==> config.mk <==
export PLATFORM = sky130hd
export DESIGN_NAME = wdt_rstcfg
export DESIGN_NICKNAME = d
export VERILOG_FILES = /design/src/rtl/wdt_rstcfg_pkg.sv /design/src/rtl/wdt_rstcfg_cfg.sv /design/src/rtl/wdt_rstcfg_pulse.sv /design/src/rtl/wdt_rstcfg_pad.sv /design/src/rtl/wdt_rstcfg.sv
export SDC_FILE = /design/constraint.sdc
export NUM_CORES = 1
export LEC_CHECK = 0
export BUFFER_PORTS_ARGS = -buffer_cell sky130_fd_sc_hd__buf_2
export CAP_MARGIN = 15
export CORE_MARGIN = 1.5
export CORE_UTILIZATION = 55
export CTS_CLUSTER_SIZE = 14
export DETAILED_ROUTE_END_ITERATION = 16
export GPL_TIMING_DRIVEN = 0
export PLACE_DENSITY = 0.85
export SLEW_MARGIN = 20
export SYNTH_ARGS = -nofsm -noshare
export SYNTH_HDL_FRONTEND = slang
export SYNTH_SLANG_ARGS = --single-unit
==> constraint.sdc <==
create_clock -name clk_i -period 3.3 [get_ports clk_i]
set_input_delay 0.165 -clock clk_i [delete_from_list [all_inputs] [get_ports clk_i]]
set_output_delay 0.165 -clock clk_i [all_outputs]
set_load 0.05 [all_outputs]
==> src/rtl/wdt_rstcfg_pkg.sv <==
package wdt_rstcfg_pkg;

  localparam logic [7:0] KEY_POL_HIGH = 8'hA5;
  localparam logic [7:0] KEY_POL_LOW  = 8'h5A;
  localparam logic [7:0] KEY_DRV_PP   = 8'hA8;
  localparam logic [7:0] KEY_DRV_OD   = 8'h8A;

  typedef enum logic [2:0] {
    ACT_NONE,
    ACT_SET_HIGH,
    ACT_SET_LOW,
    ACT_SET_PP,
    ACT_SET_OD
  } key_act_e;

  typedef struct packed {
    logic pol_high;
    logic push_pull;
  } attr_t;

  function automatic key_act_e decode_key(input logic [7:0] top);
    case (top)
      KEY_POL_HIGH: return ACT_SET_HIGH;
      KEY_POL_LOW:  return ACT_SET_LOW;
      KEY_DRV_PP:   return ACT_SET_PP;
      KEY_DRV_OD:   return ACT_SET_OD;
      default:      return ACT_NONE;
    endcase
  endfunction

  function automatic attr_t apply_key(input attr_t cur, input key_act_e act);
    attr_t nxt;
    nxt = cur;
    case (act)
      ACT_SET_HIGH: nxt.pol_high  = 1'b1;
      ACT_SET_LOW:  nxt.pol_high  = 1'b0;
      ACT_SET_PP:   nxt.push_pull = 1'b1;
      ACT_SET_OD:   nxt.push_pull = 1'b0;
      default:      nxt = cur;
    endcase
    return nxt;
  endfunction

  function automatic logic pad_level(input logic active, input logic pol_high);
    return pol_high ? active : ~active;
  endfunction

  function automatic logic pad_enable(input logic active, input attr_t a);
    return a.push_pull | (active & ~a.pol_high);
  endfunction

endpackage

==> src/rtl/wdt_rstcfg_cfg.sv <==
module wdt_rstcfg_cfg
  import wdt_rstcfg_pkg::*;
#(
  parameter int unsigned REG_W       = 32,
  parameter int unsigned WIDTH_W     = 20,
  parameter logic [WIDTH_W-1:0] RESET_WIDTH = 'hFF
) (
  input  logic               clk_i,
  input  logic               rst_ni,
  input  logic               wr_i,
  input  logic [7:0]         key_i,
  input  logic [WIDTH_W-1:0] width_i,
  output logic [WIDTH_W-1:0] width_o,
  output attr_t              attr_o,
  output logic               key_hit_o,
  output logic [REG_W-1:0]   rdata_o
);

  localparam int unsigned POL_BIT = REG_W - 1;
  localparam int unsigned DRV_BIT = REG_W - 2;

  key_act_e act;
  attr_t    attr_q;
  logic [WIDTH_W-1:0] width_q;

  assign act       = decode_key(key_i);
  assign key_hit_o = wr_i && (act != ACT_NONE);

  always_ff @(posedge clk_i or negedge rst_ni) begin
    if (!rst_ni) begin
      width_q <= RESET_WIDTH;
      attr_q  <= '0;
    end else if (wr_i) begin
      width_q <= width_i;
      attr_q  <= apply_key(attr_q, act);
    end
  end

  always_comb begin
    rdata_o                = '0;
    rdata_o[WIDTH_W-1:0]   = width_q;
    rdata_o[POL_BIT]       = attr_q.pol_high;
    rdata_o[DRV_BIT]       = attr_q.push_pull;
  end

  assign width_o = width_q;
  assign attr_o  = attr_q;

endmodule

==> src/rtl/wdt_rstcfg_pulse.sv <==
module wdt_rstcfg_pulse #(
  parameter int unsigned WIDTH_W = 20
) (
  input  logic               clk_i,
  input  logic               rst_ni,
  input  logic               strobe_i,
  input  logic               tick_i,
  input  logic [WIDTH_W-1:0] width_i,
  output logic               active_o,
  output logic [WIDTH_W-1:0] count_o,
  output logic               done_o
);

  logic               active_q;
  logic [WIDTH_W-1:0] cnt_q;

  assign done_o = active_q && tick_i && !strobe_i && (cnt_q == '0);

  always_ff @(posedge clk_i or negedge rst_ni) begin
    if (!rst_ni) begin
      active_q <= 1'b0;
      cnt_q    <= '0;
    end else if (strobe_i) begin
      active_q <= 1'b1;
      cnt_q    <= width_i;
    end else if (active_q && tick_i) begin
      if (cnt_q == '0) active_q <= 1'b0;
      else             cnt_q    <= cnt_q - 1'b1;
    end
  end

  assign active_o = active_q;
  assign count_o  = cnt_q;

endmodule

==> src/rtl/wdt_rstcfg_pad.sv <==
module wdt_rstcfg_pad
  import wdt_rstcfg_pkg::*;
(
  input  logic  active_i,
  input  attr_t attr_i,
  output logic  level_o,
  output logic  oe_o
);

  assign level_o = pad_level(active_i, attr_i.pol_high);
  assign oe_o    = pad_enable(active_i, attr_i);

endmodule

==> src/rtl/wdt_rstcfg.sv <==
module wdt_rstcfg
  import wdt_rstcfg_pkg::*;
#(
  parameter int unsigned REG_W       = 32,
  parameter int unsigned WIDTH_W     = 20,
  parameter logic [WIDTH_W-1:0] RESET_WIDTH = 'hFF
) (
  input  logic             clk_i,
  input  logic             rst_ni,
  input  logic             cfg_wr_i,
  input  logic [REG_W-1:0] cfg_wdata_i,
  output logic [REG_W-1:0] cfg_rdata_o,
  input  logic             expire_i,
  input  logic             tick_i,
  output logic             rst_pulse_o,
  output logic             rst_pulse_oe_o
);

  localparam int unsigned KEY_LSB = REG_W - 8;

  logic [WIDTH_W-1:0] cfg_width;
  attr_t              cfg_attr;
  logic               key_hit;
  logic               pulse_active;
  logic [WIDTH_W-1:0] pulse_cnt;
  logic               pulse_done;
  logic               rsvd_unused;

  assign rsvd_unused = ^cfg_wdata_i[KEY_LSB-1:WIDTH_W];

  wdt_rstcfg_cfg #(
    .REG_W(REG_W), .WIDTH_W(WIDTH_W), .RESET_WIDTH(RESET_WIDTH)
  ) cfg_i (
    .clk_i     (clk_i),
    .rst_ni    (rst_ni),
    .wr_i      (cfg_wr_i),
    .key_i     (cfg_wdata_i[REG_W-1:KEY_LSB]),
    .width_i   (cfg_wdata_i[WIDTH_W-1:0]),
    .width_o   (cfg_width),
    .attr_o    (cfg_attr),
    .key_hit_o (key_hit),
    .rdata_o   (cfg_rdata_o)
  );

  wdt_rstcfg_pulse #(.WIDTH_W(WIDTH_W)) pulse_i (
    .clk_i    (clk_i),
    .rst_ni   (rst_ni),
    .strobe_i (expire_i),
    .tick_i   (tick_i),
    .width_i  (cfg_width),
    .active_o (pulse_active),
    .count_o  (pulse_cnt),
    .done_o   (pulse_done)
  );

  wdt_rstcfg_pad pad_i (
    .active_i (pulse_active),
    .attr_i   (cfg_attr),
    .level_o  (rst_pulse_o),
    .oe_o     (rst_pulse_oe_o)
  );

endmodule

==> flow_summary.ini, run 1 <==
[outcome]
status = finished clean

[sta]
finalHoldViolations = 0
setup_tns_ns = 0
rsz0062_at_grt = no
setup_viol = 0
setup_ws_ns = 0.991
fin_skew_ns = 0.00631
worstMarginPinSlew_ns = 0.940
fmax_mhz = 433
fin_crit_sh = 0.700
hold_ws_ns = 0.00861
finalMaxSlewViolations = 0
period_needed_ns = 2.31
slew_headroom = 0.373

[route]
drt_wl_total_um = 5020
dr_wl_met3_um = 225
vias_per_cell = 5.55
vias = 1872
drc_errors = 0
top_layer = met4
drt_first_pass_iters = 4
ant_nets = 0
met2_length_um = 2480
drtIter0Drc = 74
wl_met1_um = 2260
wire_per_inst_um = 14.9

[clock_tree]
cts_root_buf = clkbuf_8
clock_sinks = 43
clock_latency_ns = 0.29
hold_buffers = 0
cts_resized = 0
cts_tree = built
cts_setup_buffers = 0
numCtsBuffers = 5
cts.path.max_buffers = 2
clk_pin_slew_ns = 0.08
h-tree-depth = 2

[global_routing]
overflow = 0
grt_start_max_net_pins = 44
antenna_found_initial = 0
grt.total_usage = 0.238
grt_first_pass_wirelength_um = 8090
grt_pass1_vias = 1773

[setup_path]
path_max_fanout = 4
worst_setup_path_start_kind = flop
required_ns = 3.48
r2r_end = pulse_i.count_o[8]
cp-end-kind = flop
critPathLaunch = pulse_i.count_o[0]
r2r_slack_ns = 0.99
reg2reg_from = pulse_i.count_o[0]
r2r_cells = 7
worst-setup-path-type = reg2reg
arrival_ns = 2.49
worstSetupEndpoint = pulse_i.count_o[8]

[floorplanning]
dieHeight_um = 68.2
start_util = 0.580
ioPinCount = 71
die_w_um = 68.2
fp.coreArea_sq_um = 4030
rows = 23
fp.dieArea_sq_um = 4650

[pwr]
p_per_area_nw_per_um2 = 505
leakagePower_nw = 1.22
irDropWorstVdd_mv = 0.360
power_mw = 1.42

[place]
io_buffers = 55
routabilityCongestion = 0.909
place_inst = 329
post_dp_cell_area_sq_um = 2710
dp_slack_ns = 1.04
place_hpwl_um = 3700

[logic_synthesis]
ys.flop_type = dfrtp_1
syn_avg_cell_area_sq_um = 10.9
synth_top_area_frac = 0.375
async_flop_share = 1.00
netlist_area_sq_um = 2340
synth_area_leaders = dfrtp_1, mux2_2, dfstp_2, xnor2_1, buf_4
ys_ff_latch = 43
yosysSeqAreaShare = 0.465
synth_area_leader_cell = dfrtp_1
syn_inst = 215
ys_warn_count = 0
synth-edff-count = 0
synthDistinctLibCells = 50

[run]
maxCapViolations = 0

[finish]
utilization = 0.697
area_growth_pct = 20.2
n_antenna_cell = 0
fin_nets = 326
drive_above_1_share = 0.422
finalInstanceArea_sq_um = 2810
fin_cells = 337

[hold_path]
worstHoldPathType = in2async
## state kept, by name, summed over array words and instances, names as in the netlist
| register | cells |
|---|---|
| pulse_i.count_o | 20 |
| pulse_i.active_o | 1 |
| cfg_i.attr_o | 2 |
| cfg_i.width_o | 20 |
## placed cells by master, fill, tap and decap left out, drive strengths merged, types with 8 or more instances in the layout
master   n
a31oi    8
or3      8
buf     67
conb    10
dfrtp   35
o21ai   12
xnor2    9
dfstp    8
nor2    17
clkbuf  14
mux2    25
nand2   13
## cells in the mapped netlist, types with 2 or more instances
cell type / count
clkbuf_1: 6
ha_1: 3
and2_1: 3
a31oi_1: 8
mux2_2: 25
inv_1: 5
nor4_2: 3
nand2_1: 13
nor3_1: 6
o21ai_1: 2
dfstp_2: 8
or4_1: 3
o21ai_0: 8
o41ai_1: 3
or2_2: 3
xnor2_1: 9
buf_4: 10
or3_1: 8
o211ai_1: 3
xor2_1: 2
nor2_1: 17
nand4_1: 2
dfrtp_1: 35
nand3_1: 3
a41oi_1: 2
## report_power, final
part / switching [mW] / total [mW] / internal (mW)
sequential: 0.0666 / 0.665 / 0.598
clock: 0.176 / 0.367 / 0.191
combinational: 0.248 / 0.387 / 0.139
## how the worst min path moves through the flow
stage	to	slack, ns	cells after the start
after floorplan	cfg_i.attr_o[0]	-0.13	0
after CTS	cfg_i.width_o[17]	0.04	1
after global placement	cfg_i.width_o[17]	0.35	1
after global routing	cfg_i.width_o[16]	0.08	1
final	cfg_i.width_o[17]	0.009	1
after detailed placement	cfg_i.width_o[17]	0.36	1
## critical path, cell delays in order (launching register included)
cell and delay (ns):
dfrtp_1 0.39, inv_1 0.12, ha_1 0.18, or4b_4 0.47
nor4_2 0.50, nor3_1 0.12, xor2_1 0.16, mux2_2 0.27
## routing by layer
metal | up-vias | GRT usage
li1 | 903 | -
met1 | 914 | 0.309
met2 | 48 | 0.391
met3 | 7 | 0.0493
met4 | 0 | 0.0900
met5 | - | 0
## logic make-up (layout without fill, tap and decap cells)
logic type               Yosys count  in the layout  share of synthesized area
XOR/XNOR                          11             11                     0.0412
multiplexers                      26             26                      0.125
buffers and inverters             23             86                     0.0562
other                              1             10                    0.00161
AO/OA/AOI/OAI                     35             35                      0.110
adder cells (fa/ha/maj)            3              3                     0.0161
AND/OR/NAND/NOR                   73             73                      0.185
flip-flops                        43             43                      0.465
## layout make-up
cell class / instances / area, sq um
inverters: 5 / 18.8
clock buffers: 8 / 100
multi-input cells: 158 / 1150
flip-flops and latches: 43 / 1090
plain buffers: 18 / 113
fillers: 329 / 1220
well taps: 50 / 62.6
repair buffers: 55 / 275
(Power assumes the default switching activity.)
==> run 2: changes to the inputs <==
Settings changed: CORE_UTILIZATION 55 to 51, PLACE_DENSITY 0.85 to 0.79.
Clock period 3.3 ns to 2.2 ns, I/O delays scaled along.
==> run 2 against run 1 <==
Compared with the run above:
- power is 54% higher
- the run now ends with setup timing left
- combinational power is 72% higher
- clock skew is 0.0055 ns higher
- global-route usage is 2.7 points lower
==> flow_summary.ini, run 2 (synthesis results as in run 1) <==
[global_routing]
grt_first_pass_wirelength_um = 8250
grt_pass1_vias = 1812
overflow = 0
antenna_found_initial = 0
grt.total_usage = 0.211
grt_start_max_net_pins = 44

[pwr]
p_per_area_nw_per_um2 = 728
leakagePower_nw = 1.33
irDropWorstVdd_mv = 0.518

[floorplanning]
fp.coreArea_sq_um = 4380
ioPinCount = 71
die_w_um = 70.7
fp.dieArea_sq_um = 5000
rows = 24
start_util = 0.533
dieHeight_um = 70.7

[run]
maxCapViolations = 0

[setup_path]
worst-setup-path-type = reg2reg
reg2reg_from = pulse_i.count_o[0]
worstSetupEndpoint = pulse_i.count_o[1]
worst_setup_path_start_kind = flop
cp-end-kind = flop
critPathLaunch = pulse_i.count_o[0]
required_ns = 2.38
r2r_slack_ns = -0.01
arrival_ns = 2.39
path_max_fanout = 7
r2r_cells = 8
r2r_end = pulse_i.count_o[1]

[sta]
setup_viol = 2
period_needed_ns = 2.21
slew_headroom = 0.366
setup_ws_ns = -0.0126
finalMaxSlewViolations = 0
rsz0062_at_grt = yes
fin_crit_sh = 1.01
fin_skew_ns = 0.0118
setup_tns_ns = -0.0143
finalHoldViolations = 0
fmax_mhz = 452
hold_ws_ns = 0.0359
worstMarginPinSlew_ns = 0.951

[outcome]
status = finished, violations left
violations = setup timing

[route]
wire_per_inst_um = 15.3
ant_nets = 0
drt_first_pass_iters = 4
drtIter0Drc = 82
vias = 1923
drt_wl_total_um = 5320
vias_per_cell = 5.54
drc_errors = 0

[finish]
drive_above_1_share = 0.468
fin_nets = 334
n_antenna_cell = 0
final_common_cell = buf_2
area_growth_pct = 28.7
fillers = 338
layout_common_cells = buf_2, dfrtp_1, mux2_2
utilization = 0.686
finalInstanceArea_sq_um = 3010

[place]
io_buffers = 55
routabilityCongestion = 0.918
post_dp_cell_area_sq_um = 2710
place_hpwl_um = 3680

[clock_tree]
cts_tree = built
clock_latency_ns = 0.30
clock_sinks = 43
cts.path.max_buffers = 2
h-tree-depth = 2
numCtsBuffers = 5
cts_root_buf = clkbuf_8
clk_pin_slew_ns = 0.08

[hold_path]
worstHoldPathType = in2reg
## run 2: cell types whose count changed in the layout (fill, tap and decap cells not counted), sizes merged
cell | before | now
dlygate4sd3 | 0 | 1
buf | 67 | 74
clkbuf | 14 | 13
clkinv | 0 | 1
## run 2: worst min-delay path by stage
stage                               to  cells past startpoint       startpoint
finish               cfg_i.width_o[14]                      2  cfg_wdata_i[14]
global route         cfg_i.width_o[17]                      2  cfg_wdata_i[17]
CTS                  cfg_i.width_o[17]                      2  cfg_wdata_i[17]
detailed placement  pulse_i.count_o[4]                      1           rst_ni
global placement    pulse_i.count_o[4]                      1           rst_ni
floorplan              cfg_i.attr_o[0]                      0           rst_ni
## run 2: where the power goes
group          switching (mW)  internal (mW)  total, mW
Clock                   0.262          0.253      0.515
Combinational           0.412          0.252      0.664
Sequential              0.109          0.898       1.01
Total                   0.783           1.40       2.19
## run 2: repair_timing
item                       4_1_cts  5_1_grt
hold buffers                     1        0
gates resized for setup          3       23
setup endpoints to repair        5       15
pin swaps                        1       17
setup buffers                    2        5
hold endpoints to repair        26        0
cloned                           0        0
## run 2: critical path, stage by stage, from the launching register on
cell and delay, ns:
dfrtp_1 0.40, inv_2 0.11, ha_4 0.13, or4b_4 0.48, or2_1 0.25, buf_6 0.15, o21ai_4 0.20, mux2i_1 0.10
mux2_2 0.27
## run 2: cell type report
class / count / area (sq um) / share of cell area
tap: 52 / 65.1 / 0.0216
timing repair buffer: 63 / 342 / 0.114
inverter: 5 / 18.8 / 0.00624
clock buffer: 7 / 86.3 / 0.0287
sequential: 43 / 1090 / 0.362
clock inverter: 1 / 5.00 / 0.00167
multi-input combinational: 158 / 1290 / 0.429
buffer: 18 / 113 / 0.0375
## run 2: metal layers
metal | global-route usage | vias up | share of wire
li1 | - | 927 | -
met1 | 0.268 | 920 | 0.44
met2 | 0.355 | 63 | 0.49
met3 | 0.0470 | 13 | 0.048
met4 | 0.0776 | 0 | 0.024
met5 | 0 | - | 0
## run 2: stage by stage
stage                     setup slack [ns]  power, mW  std cells
after floorplan                      0.135       1.43        224
after global placement             -0.0323       1.57        331
after detailed placement           -0.0557       1.59        331
after CTS                          -0.0293       2.11        342
after global routing               -0.0650       2.29        347
final                              -0.0126       2.19        347
==> run 3: changes to the inputs <==
Settings changed: CTS_CLUSTER_DIAMETER from default to 80, PLACE_DENSITY 0.79 to 0.91.
==> run 3 against run 2 <==
Compared with the run above:
- clock skew decreased by 0.0092 ns
- the flow still finishes with violations (setup timing)
- global-route usage increased by 1.1 points
- setup slack got worse by 0.024 ns
- non-clock buffer count decreased by 4
- cell area decreased by 0.92%
- sequential share of layout area increased by 0.29 points
- core utilization decreased by 0.63 points
- largest power group unchanged
- clock power increased by 40%
- hold slack improved by 0.00051 ns
- critical path depth unchanged
- sequential power about the same
==> flow_summary.ini, run 3 (synthesis results as in run 1) <==
[finish]
fin_nets = 330
utilization = 0.679
finalInstanceArea_sq_um = 2980
area_growth_pct = 27.5
fin_cells = 343
fillers = 345
layout_common_cells = buf_2, dfrtp_1, mux2_2
n_antenna_cell = 0
drive_above_1_share = 0.450
final_common_cell = buf_2

[pwr]
sequentialPowerShare = 0.428
p_per_area_nw_per_um2 = 791
leakagePower_nw = 1.28
power.share.clock = 0.307
switching_power_mw = 0.770
sw_frac_of_total = 0.327
irDropWorstVdd_mv = 0.483
p_int_mw = 1.58
pwr-share-comb = 0.266
power_mw = 2.35

[floorplanning]
fp.coreArea_sq_um = 4380
die_w_um = 70.7
start_util = 0.533
ioPinCount = 71
dieHeight_um = 70.7
rows = 24
fp.dieArea_sq_um = 5000

[setup_path]
required_ns = 2.39
arrival_ns = 2.42
cp_cell_sequence = inv_2, ha_4, or4b_4, or2_1, buf_6, o21ai_4, mux2i_1, mux2_4
worst_setup_path_start_kind = flop
crit_path_top_delay_cell = or4b_4
path_max_fanout = 7
cp-end-kind = flop
max_stage_delay_ns = 0.48
worst-setup-path-type = reg2reg
cp_top_family = simple AND/OR/NAND/NOR gates
cp_num_buf_inv = 2

[clock_tree]
cts.path.max_buffers = 2
clock_latency_ns = 0.30
clk_pin_slew_ns = 0.08
h-tree-depth = 2
cts_root_buf = clkbuf_8
numCtsBuffers = 5
clock_sinks = 43
cts_tree = built

[hold_path]
worstHoldPathType = in2reg

[global_routing]
overflow = 0
grt.total_usage = 0.221
grt_first_pass_wirelength_um = 8720
grt_pass1_vias = 1964
antenna_found_initial = 0
grt_start_max_net_pins = 44

[route]
drt_first_pass_iters = 4
wire_per_inst_um = 14.8
ant_nets = 0
drc_errors = 0
vias_per_cell = 5.50
drt_wl_total_um = 5080
drtIter0Drc = 117
vias = 1887

[sta]
setup_viol = 2
finalHoldViolations = 0
finalMaxSlewViolations = 0
fin_skew_ns = 0.00260
rsz0062_at_grt = yes
fmax_mhz = 447
setup_ws_ns = -0.0367
fin_crit_sh = 1.02
hold_ws_ns = 0.0364
slew_headroom = 0.386
period_needed_ns = 2.24
setup_tns_ns = -0.0432
worstMarginPinSlew_ns = 0.921

[place]
dp_slack_ns = -0.0729
place_inst = 331
post_dp_cell_area_sq_um = 2710
io_buffers = 55
place_hpwl_um = 3650
routabilityCongestion = 0.891

[outcome]
status = finished, violations left
violations = setup timing

[run]
maxCapViolations = 0
==> run 3: cell count changes in the layout (fill, tap and decap cells not counted), sizes merged <==
cell / previous run / this run
clkbuf: 13 / 12
bufinv: 0 / 2
buf: 74 / 70
clkinv: 1 / 0
==> run 3: layout make-up <==
cell class	instances	area (sq um)	share of cell area
buffer	18	113	0.0378
clock buffer	6	72.6	0.0244
clock inverter	2	60.1	0.0202
inverter	5	18.8	0.00630
multi-input combinational	158	1250	0.420
sequential	43	1090	0.365
tap	52	65.1	0.0218
timing repair buffer	59	312	0.105
==> run 3: worst paths after layout <==
check                      cells past startpoint               start  slack (ns)                  end
setup / recovery                               8  pulse_i.count_o[0]       -0.04   pulse_i.count_o[1]
hold reg to reg                                2   cfg_i.width_o[14]        0.51  pulse_i.count_o[14]
setup reg to reg                               8  pulse_i.count_o[0]       -0.04   pulse_i.count_o[1]
min in group asynchronous                      2              rst_ni        0.48  pulse_i.count_o[17]
max in group asynchronous                      2              rst_ni        1.16  pulse_i.count_o[13]
hold / removal                                 2     cfg_wdata_i[13]        0.04    cfg_i.width_o[13]
==> run 3: per-layer routing <==
layer	wire length [um]	vias up	track usage	share of wire
met5	0	-	0	0
met4	41	0	0.0440	0.0081
met3	284	4	0.0598	0.056
met2	2450	63	0.380	0.48
met1	2300	907	0.284	0.45
li1	-	913	-	-
==> run 3: worst reg2reg max path: stages, from the launching register on <==
cell and delay (ns):
dfrtp_1 0.40, inv_2 0.10, ha_4 0.13, or4b_4 0.48
or2_1 0.25, buf_6 0.15, o21ai_4 0.23, mux2i_1 0.12
mux2_4 0.27
==> run 3: power groups by stage <==
stage / registers, mW / clock network (mW) / logic (mW)
after floorplan: 1.13 / 0 / 0.300
after global placement: 1.01 / 0 / 0.565
after detailed placement: 1.01 / 0 / 0.578
after CTS: 0.998 / 0.735 / 0.589
after global routing: 1.03 / 0.763 / 0.676
final: 1.01 / 0.722 / 0.626
==> run 3: timing repair <==
action,4_1_cts,5_1_grt
hold buffers,1,0
buffers inserted,2,1
resized for setup,4,16
hold endpoints to repair,35,0
setup endpoints to repair,5,15
pin swaps,1,9
